===== src/rtl/ubt_pkg.sv =====
package ubt_pkg;

    localparam int unsigned UBT_LANES  = 2;
    localparam int unsigned UBT_LANE_W = 8;

    // Controls of one path, with the enable already in active-high form
    typedef struct packed {
        logic le;
        logic ck;
        logic en;
    } ubt_path_ctl_t;

    typedef enum logic [1:0] {
        UBT_HOLD    = 2'd0,
        UBT_FOLLOW  = 2'd1,
        UBT_CAPTURE = 2'd2
    } ubt_mode_e;

    // Store behaviour from the latch enable and two path clock samples
    function automatic ubt_mode_e ubt_pick_mode(input logic le,
                                                input logic ck_now,
                                                input logic ck_prev);
        if (le)
            return UBT_FOLLOW;
        else if (ck_now && !ck_prev)
            return UBT_CAPTURE;
        else
            return UBT_HOLD;
    endfunction

endpackage


===== src/rtl/ubt_path.sv =====
module ubt_path
    import ubt_pkg::*;
#(
    parameter int unsigned W = UBT_LANE_W
) (
    input  logic          clk,
    input  logic          rst,
    input  logic [W-1:0]  d,
    input  ubt_path_ctl_t ctl,
    output logic [W-1:0]  q,
    output logic          drive
);

    logic [W-1:0] store;
    logic         ck_seen;
    ubt_mode_e    mode;

    assign mode = ubt_pick_mode(ctl.le, ctl.ck, ck_seen);

    always_ff @(posedge clk) begin
        if (rst) begin
            store   <= '0;
            ck_seen <= 1'b1;
        end else begin
            ck_seen <= ctl.ck;
            case (mode)
                UBT_FOLLOW, UBT_CAPTURE: store <= d;
                default:                 store <= store;
            endcase
        end
    end

    always_comb begin
        q     = (mode == UBT_FOLLOW) ? d : store;
        drive = ctl.en;
    end

endmodule


===== src/rtl/ubt_lane.sv =====
module ubt_lane
    import ubt_pkg::*;
#(
    parameter int unsigned W = UBT_LANE_W
) (
    input  logic          clk,
    input  logic          rst,
    input  logic [W-1:0]  a_side,
    input  logic [W-1:0]  b_side,
    input  ubt_path_ctl_t ctl_ab,
    input  ubt_path_ctl_t ctl_ba,
    output logic [W-1:0]  to_b,
    output logic          to_b_drive,
    output logic [W-1:0]  to_a,
    output logic          to_a_drive
);

    ubt_path #(.W(W)) u_ab (
        .clk   (clk),
        .rst   (rst),
        .d     (a_side),
        .ctl   (ctl_ab),
        .q     (to_b),
        .drive (to_b_drive)
    );

    ubt_path #(.W(W)) u_ba (
        .clk   (clk),
        .rst   (rst),
        .d     (b_side),
        .ctl   (ctl_ba),
        .q     (to_a),
        .drive (to_a_drive)
    );

endmodule


===== src/rtl/ubt_core.sv =====
module ubt_core
    import ubt_pkg::*;
#(
    parameter int unsigned NUM_LANES = UBT_LANES,
    parameter int unsigned LANE_W    = UBT_LANE_W,
    localparam int unsigned BUS_W    = NUM_LANES * LANE_W
) (
    input  logic                 clk,
    input  logic                 rst,
    input  logic [BUS_W-1:0]     a_in,
    input  logic [BUS_W-1:0]     b_in,
    input  logic [NUM_LANES-1:0] le_ab,
    input  logic [NUM_LANES-1:0] le_ba,
    input  logic [NUM_LANES-1:0] ck_ab,
    input  logic [NUM_LANES-1:0] ck_ba,
    input  logic [NUM_LANES-1:0] oe_ab_n,
    input  logic [NUM_LANES-1:0] oe_ba,
    output logic [BUS_W-1:0]     b_out,
    output logic [NUM_LANES-1:0] b_drive,
    output logic [BUS_W-1:0]     a_out,
    output logic [NUM_LANES-1:0] a_drive
);

    for (genvar g = 0; g < NUM_LANES; g++) begin : g_lane
        localparam int unsigned LO = g * LANE_W;
        ubt_path_ctl_t ab_ctl;
        ubt_path_ctl_t ba_ctl;

        // Opposite enable polarities normalised to active high here
        assign ab_ctl = '{le: le_ab[g], ck: ck_ab[g], en: ~oe_ab_n[g]};
        assign ba_ctl = '{le: le_ba[g], ck: ck_ba[g], en: oe_ba[g]};

        ubt_lane #(.W(LANE_W)) u_lane (
            .clk        (clk),
            .rst        (rst),
            .a_side     (a_in[LO +: LANE_W]),
            .b_side     (b_in[LO +: LANE_W]),
            .ctl_ab     (ab_ctl),
            .ctl_ba     (ba_ctl),
            .to_b       (b_out[LO +: LANE_W]),
            .to_b_drive (b_drive[g]),
            .to_a       (a_out[LO +: LANE_W]),
            .to_a_drive (a_drive[g])
        );
    end

endmodule


===== config.mk =====
export PLATFORM = sky130hd
export DESIGN_NAME = ubt_core
export DESIGN_NICKNAME = d
export VERILOG_FILES = /design/src/rtl/ubt_pkg.sv /design/src/rtl/ubt_path.sv /design/src/rtl/ubt_lane.sv /design/src/rtl/ubt_core.sv
export SDC_FILE = /design/constraint.sdc
export NUM_CORES = 1
export LEC_CHECK = 0
export BUFFER_PORTS_ARGS = -buffer_cell sky130_fd_sc_hd__buf_2
export CELL_PAD_IN_SITES_DETAIL_PLACEMENT = 0
export CELL_PAD_IN_SITES_GLOBAL_PLACEMENT = 2
export CORE_ASPECT_RATIO = 2
export CORE_MARGIN = 5
export CORE_UTILIZATION = 30
export CTS_CLUSTER_SIZE = 40
export DETAILED_ROUTE_END_ITERATION = 10
export PLACE_DENSITY = 0.89
export RECOVER_POWER = 50
export SYNTH_ARGS = -nofsm -noshare
export SYNTH_HDL_FRONTEND = slang
export SYNTH_SLANG_ARGS = --single-unit
export TNS_END_PERCENT = 10

===== constraint.sdc =====
create_clock -name clk -period 1.6 [get_ports clk]
set_clock_uncertainty 0.1 [all_clocks]
set_input_delay 0 -clock clk [delete_from_list [all_inputs] [get_ports clk]]
set_output_delay 0 -clock clk [all_outputs]
set_load 0.01 [all_outputs]

==> results of run 1 <==
==> kinds of logic (layout without fill, tap and decap cells) <==
family	count (synthesis)	in the layout	synth area share, %
flops	36	36	35.5
simple gates	68	68	20.9
buf+inv	21	129	6.90
compound gates	4	4	3.20
mux	64	64	33.5
==> cells in the mapped netlist <==
cell / n
inv_1: 2
dfxtp_1: 36
mux2i_1: 32
buf_6: 6
buf_2: 1
mux2_2: 32
inv_2: 4
a21oi_4: 4
or2_1: 4
nand2b_1: 64
buf_4: 4
clkbuf_1: 4
==> power breakdown <==
group,internal [mW],switching (mW)
sequential,0.959,0.0307
combinational,0.280,0.213
clock,0.565,0.335
total,1.80,0.579
==> state kept, by name (all words and copies together), names as in the netlist <==
register and flops:
g_lane.u_lane.u_ab.ck_seen 2, g_lane.u_lane.u_ba.store 16, g_lane.u_lane.u_ba.ck_seen 2, g_lane.u_lane.u_ab.store 16
==> metrics by stage <==
step | power [mW] | area (sq um)
global placement | 1.44 | 2420
CTS | 2.45 | 2930
finish | 2.38 | 2890
detailed placement | 1.45 | 2420
global route | 2.52 | 2890
floorplan | 1.30 | 2030
==> layout make-up <==
class,instances,area [sq um]
inverters,6,22.5
repair buffers,116,743
clock inverters,1,5.00
fillers,709,3730
well taps,88,110
clock buffers,6,129
multi-input cells,136,1160
flip-flops and latches,36,721
==> tightest hold or removal path, cell delays in order <==
cell	delay, ps
buf_2	80
inv_1	30
clkbuf_1	110
==> worst paths after layout <==
kind,start,end,slack (ps),depth (start not counted)
max,ck_ab[0],g_lane[0].u_lane.u_ab.store[1],290,4
min reg2reg,g_lane[0].u_lane.u_ba.store[3],g_lane[0].u_lane.u_ba.store[3],370,2
min,oe_ab_n[1],b_drive[1],120,3
max reg2reg,g_lane[0].u_lane.u_ab.ck_seen,g_lane[0].u_lane.u_ab.store[1],340,3
==> per-layer routing <==
layer  up-vias  part of all wire, %  GRT usage, %
li1        844                    -             -
met1       789                   34          9.95
met2        42                   59          23.2
met3         2                  5.2          1.50
met4         0                  1.4          5.63
met5         -                    0             0
==> results.py, run 1 <==
metrics = {
    "route": {
        "antenna_left": 0,
        "via_per_inst": 4.31,
        "drc_errors": 0,
        "drt-pass1-iter-count": 3,
        "avgRoutedWirePerCell_um": 11.9,
        "drt_iter0_drc": 41,
        "drt-total-wl_um": 4640,
        "via_count": 1677,
    },
    "sta": {
        "slew_headroom_pct": 60.1,
        "hold_slack_ps": 116,
        "timing.final.crit_period_ps": 1310,
        "tns_ps": 0,
        "rsz0062_at_grt": "false",
        "finalCritPeriodShare_pct": 81.7,
        "finalHoldViolations": 0,
        "setup_slack_ps": 292,
        "setup_viol": 0,
        "tightest_slew_ps": 599,
        "timing.fmax_mhz": 765,
        "finalMaxSlewViolations": 0,
    },
    "placed_design": {
        "pre_cts_slack_ps": 437,
        "placedCellCount": 344,
        "dp_hpwl_um": 3350,
        "io_buffers": 77,
        "gp_congestion": 0.658,
    },
    "clock_tree": {
        "cts_sinks": 36,
        "clk_pin_slew_ps": 50,
        "cts-root-buf": "clkbuf_16",
        "clkLatencyLatePin_ps": 270,
        "cts-resized-gates": 0,
        "post_cts_buffers": 0,
        "hold_buffers": 38,
        "cts_tree": "yes",
        "htreeDepth": 2,
        "cts_made_buffers": 5,
        "clk_path_buf_depth": 2,
    },
    "yosys": {
        "avgSynthCellArea_sq_um": 10.5,
        "yosysWarnings": 0,
        "netlist_area_sq_um": 2030,
        "ys_seq_area_share_pct": 35.5,
        "ys_types": 12,
        "synth-seq-cells": 36,
        "synthCells": 193,
        "synth_top_area_share_pct": 35.5,
        "synthTopCellsByArea": "dfxtp_1, nand2b_1, mux2_2",
        "synth_top_area_cell": "dfxtp_1",
        "synth_nets": 239,
    },
    "floorplan": {
        "io_pins": 82,
        "rows": 42,
        "die_y_um": 126,
        "dieArea_sq_um": 8620,
        "core_area_sq_um": 6620,
        "die_w_um": 68.2,
        "start_util_pct": 30.7,
    },
    "grt": {
        "grt_pass1_vias": 1777,
        "grt_first_pass_wirelength_um": 7660,
        "grt_start_max_net_pins": 37,
        "track_usage_pct": 11.4,
        "antenna_found_initial": 0,
        "grt.overflow.total": 0,
    },
    "layout": {
        "instances_no_fill": 389,
        "final_util_pct": 43.7,
        "drive_above_1_share_pct": 33.2,
        "final_nets": 347,
        "layout_common_cells": "nand2b_1, buf_2, dlygate4sd3_1",
        "layout_commonest_cell": "nand2b_1",
        "area_growth_pct": 42.4,
        "diodes": 0,
    },
    "setup_path": {
        "critPathRequiredTime_ps": 1700,
        "cp.buffers_inverters": 2,
        "slowest_stage": "dlygate4sd3_1",
        "cp_data_arrival_time_ps": 1400,
        "cp-end-kind": "flop",
        "cp-start-kind": "primary input",
        "cp_cell_sequence": "dlygate4sd3_1 > clkbuf_1 > a21oi_2 > mux2i_1",
        "crit_family": "buffers and inverters",
        "path_class": "in2reg",
        "max_stage_delay_ps": 530,
        "crit_fanout": 8,
    },
    "power_and_ir_drop": {
        "peakVddDrop_v": 0.000364,
        "p_leak_nw": 1.27,
        "p_per_area_nw_per_um2": 823,
    },
    "run_status": {
        "status": "completed",
    },
    "run": {
        "max_cap_viol_count": 0,
    },
    "min_path": {
        "min_path_type": "in2out",
    },
}
Note: power is estimated with default switching activity, not from simulation.
==> inputs of run 2 (changes only) <==
--- a/config.mk
+++ b/config.mk
@@ -10,10 +10,10 @@
 export CELL_PAD_IN_SITES_GLOBAL_PLACEMENT = 2
 export CORE_ASPECT_RATIO = 2
 export CORE_MARGIN = 5
-export CORE_UTILIZATION = 30
+export CORE_UTILIZATION = 26
 export CTS_CLUSTER_SIZE = 40
 export DETAILED_ROUTE_END_ITERATION = 10
-export PLACE_DENSITY = 0.89
+export PLACE_DENSITY = 0.82
 export RECOVER_POWER = 50
 export SYNTH_ARGS = -nofsm -noshare
 export SYNTH_HDL_FRONTEND = slang
==> constraint.sdc (replaced) <==
create_clock -name clk -period 1.1 [get_ports clk]
set_clock_uncertainty 0.1 [all_clocks]
set_input_delay 0 -clock clk [delete_from_list [all_inputs] [get_ports clk]]
set_output_delay 0 -clock clk [all_outputs]
set_load 0.01 [all_outputs]
==> run 2 against run 1 <==
Worst setup slack worse by 280 ps. Clock power grew 58%. Sequential share of layout area down 2.3 points. Count of clock-buffer cells in the layout unchanged. Global-route usage is 1.4 points lower. Power rose by 60%. Sequential cell count stayed put. Final area is 14% higher. Critical path type is now reg2out. Die area rose by 14%. Hold slack got worse by 97 ps. Core utilization decreased by 0.45 points.
==> results.py, run 2 (synthesis results as in run 1) <==
metrics = {
    "setup_path": {
        "cp.buffers_inverters": 1,
        "reg2reg_depth": 4,
        "r2r-start": "g_lane[1].u_lane.u_ab.ck_seen",
        "critPathRequiredTime_ps": 1000,
        "cp_data_arrival_time_ps": 990,
        "ff2ff_setup_slack_ps": 50,
        "path_class": "reg2out",
        "crit_fanout": 2,
        "cp_cell_sequence": "mux2_4 > buf_6",
        "crit_family": "flip-flops",
        "cp-start-kind": "flop",
        "cp-end-kind": "output port",
        "max_stage_delay_ps": 320,
        "startpoint": "g_lane[0].u_lane.u_ab.store[6]",
        "reg2reg_to": "g_lane[1].u_lane.u_ab.store[1]",
        "slowest_stage": "dfxtp_2",
    },
    "power_and_ir_drop": {
        "p_switching_uw": 920,
        "internal_power_mw": 2.88,
        "swShare_pct": 24.2,
        "p_leak_nw": 1.47,
        "power_frac_clock_pct": 37.3,
        "power_frac_seq_pct": 38.1,
        "p_per_area_nw_per_um2": 1160,
        "finalPower_mw": 3.80,
        "power_frac_comb_pct": 24.6,
        "peakVddDrop_v": 0.000730,
    },
    "grt": {
        "grt_pass1_vias": 1802,
        "grt_first_pass_wirelength_um": 7750,
        "grt_busiest_layer": "met2",
        "grt.overflow.total": 0,
        "grt_util_met2_pct": 19.4,
        "grt_start_max_net_pins": 69,
        "antenna_found_initial": 0,
        "grt_use_met1_pct": 9.09,
        "track_usage_pct": 10.0,
        "met3_usage_pct": 2.24,
    },
    "clock_tree": {
        "htreeDepth": 2,
        "clk_path_buf_depth": 2,
        "clk_pin_slew_ps": 50,
        "cts_made_buffers": 5,
        "cts_sinks": 36,
        "cts-root-buf": "clkbuf_16",
        "hold_buffers": 38,
        "cts_tree": "yes",
        "clkLatencyLatePin_ps": 280,
    },
    "route": {
        "drt-pass1-iter-count": 4,
        "via_per_inst": 4.27,
        "drt_iter0_drc": 40,
        "via_count": 1707,
        "drc_errors": 0,
        "drt-total-wl_um": 4840,
        "avgRoutedWirePerCell_um": 12.1,
        "antenna_left": 0,
    },
    "layout": {
        "final_nets": 351,
        "layout_commonest_cell": "nand2b_1",
        "area_growth_pct": 61.8,
        "drive_above_1_share_pct": 46.7,
        "diodes": 0,
        "reg.largest.list": "g_lane.u_lane.u_ab.store x16, g_lane.u_lane.u_ba.store x16",
        "instances_no_fill": 400,
        "layout_common_cells": "nand2b_1, buf_2, dlygate4sd3_1",
        "final_util_pct": 43.3,
    },
    "run_status": {
        "status": "completed",
    },
    "sta": {
        "setup_viol": 0,
        "slew_headroom_pct": 81.1,
        "finalCritPeriodShare_pct": 99.2,
        "setup_slack_ps": 8.95,
        "rsz0062_at_grt": "true",
        "finalHoldViolations": 0,
        "timing.final.crit_period_ps": 1090,
        "finalMaxSlewViolations": 0,
        "tightest_slew_ps": 284,
        "timing.fmax_mhz": 917,
    },
    "run": {
        "max_cap_viol_count": 0,
    },
    "min_path": {
        "min_path_type": "in2reg",
        "hold_path_startpoint": "ck_ab[0]",
        "hold_path_depth": 3,
        "hold_path_end": "g_lane[0].u_lane.u_ab.store[3]",
    },
    "floorplan": {
        "rows": 45,
        "io_pins": 82,
        "die_w_um": 72.5,
        "start_util_pct": 26.7,
        "die_y_um": 135,
        "core_area_sq_um": 7600,
        "dieArea_sq_um": 9790,
    },
    "placed_design": {
        "placedCellCount": 353,
        "pre_cts_slack_ps": 12.5,
        "io_buffers": 77,
        "gp_congestion": 0.695,
        "dp_hpwl_um": 3330,
    },
}
run 2: cell count changes in the layout (fill, tap and decap cells not counted), moves of 10 or more:
| cell | delta |
|---|---|
| dfxtp_1 | -19 |
| dfxtp_2 | +19 |
| buf_6 | +30 |
| mux2_2 | -10 |
| mux2_4 | +10 |
| buf_2 | -12 |
| clkbuf_1 | -19 |
run 2: per-layer routing:
metal,part of all wire [%],up-vias
li1,-,856
met1,34,797
met2,57,47
met3,6.7,7
met4,2.6,0
met5,0,-
run 2: worst reg2reg max path, stage by stage (launching register included):
cell	delay, ps
dfxtp_1	320
inv_2	40
a21oi_4	160
buf_12	150
mux2i_1	200
run 2: how the worst max path moves through the flow:
| stage | cells past startpoint | end | slack, ps |
|---|---|---|---|
| after global placement | 3 | g_lane[0].u_lane.u_ab.store[5] | 50 |
| after detailed placement | 3 | g_lane[0].u_lane.u_ab.store[4] | 10 |
| after floorplan | 3 | g_lane[0].u_lane.u_ab.store[0] | 100 |
| final | 2 | b_out[6] | 9 |
| after global routing | 2 | a_out[11] | -20 |
| after CTS | 2 | a_out[11] | -4 |
run 2: metrics by stage:
step | area (sq um) | TNS (ps) | hold WS [ps]
5_1_grt | 3290 | -283 | 33.8
2_1_floorplan | 2030 | 0 | -8.23
4_1_cts | 3080 | -7.42 | 11.3
3_3_place_gp | 2500 | 0 | -99.9
6_report | 3290 | 0 | 19.4
3_5_place_dp | 2500 | 0 | -99.9
run 2: layout make-up:
| type | count | area, sq um |
|---|---|---|
| Clock inverter | 2 | 10.0 |
| Sequential cell | 36 | 744 |
| Clock buffer | 6 | 139 |
| Tap cell | 94 | 118 |
| Timing Repair Buffer | 120 | 1050 |
| Multi-Input combinational cell | 136 | 1210 |
| Fill cell | 777 | 4310 |
| Inverter | 6 | 22.5 |
run 2: power groups by stage:
| stage | combinational, mW | sequential [mW] | clock [mW] |
|---|---|---|---|
| 3_5_place_dp | 0.682 | 1.47 | 0 |
| 5_1_grt | 1.01 | 1.46 | 1.53 |
| 4_1_cts | 0.821 | 1.44 | 1.49 |
| 6_report | 0.935 | 1.45 | 1.42 |
| 2_1_floorplan | 0.441 | 1.45 | 0 |
| 3_3_place_gp | 0.671 | 1.46 | 0 |
run 2: what timing repair did:
action / CTS / global route
endpoints found under the setup margin: 7 / 39
pin swaps: 0 / 1
endpoints found under the hold margin: 38 / 1
gates resized for setup: 11 / 48
buffers inserted: 0 / 1
==> inputs of run 3 (changes only) <==
--- a/config.mk
+++ b/config.mk
@@ -5,10 +5,11 @@
 export SDC_FILE = /design/constraint.sdc
 export NUM_CORES = 1
 export LEC_CHECK = 0
+export ABC_CLOCK_PERIOD_IN_PS = 1100
 export BUFFER_PORTS_ARGS = -buffer_cell sky130_fd_sc_hd__buf_2
+export CAP_MARGIN = 20
 export CELL_PAD_IN_SITES_DETAIL_PLACEMENT = 0
 export CELL_PAD_IN_SITES_GLOBAL_PLACEMENT = 2
-export CORE_ASPECT_RATIO = 2
 export CORE_MARGIN = 5
 export CORE_UTILIZATION = 26
 export CTS_CLUSTER_SIZE = 40
==> run 3 against run 2 <==
Worst setup slack got worse by 3.8 ps. Via count decreased by 0.82%. Sequential share of layout area is 0.85 points higher. Maximum frequency shrank 0.35%. Clock power shrank 43%. Non-clock buffer count rose by 4. Die area down 1.1%. Critical path depth is the same. Hold slack better by 71 ps. Final area shrank 3.8%. Cell count rose by 2.3%. Critical endpoint is now b_out[15].
==> results.py, run 3 (synthesis results as in run 1) <==
metrics = {
    "run_status": {
        "status": "completed",
    },
    "grt": {
        "grt_start_max_net_pins": 69,
        "track_usage_pct": 9.21,
        "antenna_found_initial": 0,
        "grt.overflow.total": 0,
        "grt_first_pass_wirelength_um": 7540,
        "grt_pass1_vias": 1717,
    },
    "route": {
        "drt-total-wl_um": 4650,
        "top_layer": "met4",
        "via_per_inst": 4.14,
        "via_count": 1693,
        "avgRoutedWirePerCell_um": 11.4,
        "drt-pass1-iter-count": 4,
        "drt_iter0_drc": 24,
        "met1Wirelength_um": 2210,
        "wl_met3_um": 310,
        "wl_met2_um": 2100,
        "drc_errors": 0,
        "antenna_left": 0,
    },
    "sta": {
        "timing.final.crit_period_ps": 1090,
        "rsz0062_at_grt": "true",
        "finalCritPeriodShare_pct": 99.5,
        "finalMaxSlewViolations": 0,
        "setup_viol": 0,
        "slew_headroom_pct": 81.3,
        "timing.fmax_mhz": 913,
        "finalHoldViolations": 0,
        "tightest_slew_ps": 281,
    },
    "floorplan": {
        "core_area_sq_um": 7690,
        "die_y_um": 98.4,
        "start_util_pct": 26.4,
        "io_pins": 82,
        "rows": 32,
        "die_w_um": 98.4,
        "dieArea_sq_um": 9680,
    },
    "run": {
        "max_cap_viol_count": 0,
    },
    "clock_tree": {
        "clkLatencyLatePin_ps": 280,
        "cts_made_buffers": 5,
        "cts-root-buf": "clkbuf_8",
        "clk_pin_slew_ps": 70,
        "htreeDepth": 2,
        "cts_tree": "yes",
        "clk_path_buf_depth": 2,
        "cts_sinks": 36,
    },
    "power_and_ir_drop": {
        "peakVddDrop_v": 0.000486,
        "p_leak_nw": 1.43,
        "finalPower_mw": 3.15,
        "p_per_area_nw_per_um2": 997,
    },
    "layout": {
        "diodes": 0,
        "final_nets": 355,
        "layout_common_cells": "nand2b_1, buf_2, dlygate4sd3_1",
        "area_growth_pct": 55.7,
        "fillCellCount": 769,
        "layout_commonest_cell": "nand2b_1",
        "final_util_pct": 41.2,
        "reg.largest.list": "g_lane.u_lane.u_ab.store x16, g_lane.u_lane.u_ba.store x16",
        "drive_above_1_share_pct": 46.6,
    },
    "setup_path": {
        "max_stage_delay_ps": 320,
        "cp_data_arrival_time_ps": 990,
        "cp-start-kind": "flop",
        "slowest_stage": "dfxtp_2",
        "cp_cell_sequence": "mux2_4 > buf_6",
        "critPathRequiredTime_ps": 1000,
        "crit_fanout": 2,
        "path_class": "reg2out",
        "cp-end-kind": "output port",
    },
    "min_path": {
        "min_path_type": "in2reg",
    },
    "placed_design": {
        "io_buffers": 77,
        "gp_congestion": 0.662,
        "dp_hpwl_um": 3070,
    },
}
==> run 3: path summary, 6_finish.rpt <==
kind                                                startpoint                              to  slack (ps)  depth (start not counted)
worst max-delay path            g_lane[1].u_lane.u_ab.store[7]                       b_out[15]           5                          2
worst min-delay path                                       rst   g_lane[1].u_lane.u_ba.ck_seen          90                          3
worst max register to register   g_lane[1].u_lane.u_ba.ck_seen  g_lane[1].u_lane.u_ba.store[5]          50                          4
worst min register to register  g_lane[0].u_lane.u_ab.store[4]  g_lane[0].u_lane.u_ab.store[4]         370                          2
==> run 3: layout make-up <==
cell class,instances,area (sq um),share of cell area [%]
multi-input combinational,136,1200,38.0
timing repair buffer,124,1000,31.6
sequential,36,743,23.5
tap,102,128,4.03
clock buffer,5,68.8,2.17
inverter,6,22.5,0.712
==> run 3: per-layer routing <==
layer  vias up  track usage (%)
met5         -                0
met4         0             2.52
met3         5             2.64
met2        54             15.0
met1       775             11.9
li1        859                -
==> run 3: timing repair <==
action                     in CTS  in global routing
hold buffers                   38                  0
buffers inserted                4                  3
hold endpoints to repair       38                  0
gates resized for setup         6                 44
setup endpoints to repair      26                 47
pin swaps                       3                  2
==> run 3: critical path, delay by kind of cell, from the launching register on <==
family	cells	cell delay, ps
buffers and inverters	1	120
DFF	1	320
muxes	1	270
==> run 3: through the flow <==
step	hold WS (ps)	instance area (sq um)	setup TNS, ps	worst slack, ps	instances
floorplan	-8.23	2030	0	105	193
global placement	-99.9	2470	0	11.7	359
detailed placement	-99.9	2470	-52.3	-22.0	359
CTS	27.8	2990	-23.9	-8.31	406
global route	118	3160	-698	-35.9	409
finish	90.5	3160	0	5.14	409
==> run 3: where the power goes <==
group,switching (mW),internal (mW),total (mW)
Combinational,0.341,0.553,0.894
Sequential,0.0434,1.40,1.45
Clock,0.407,0.408,0.815
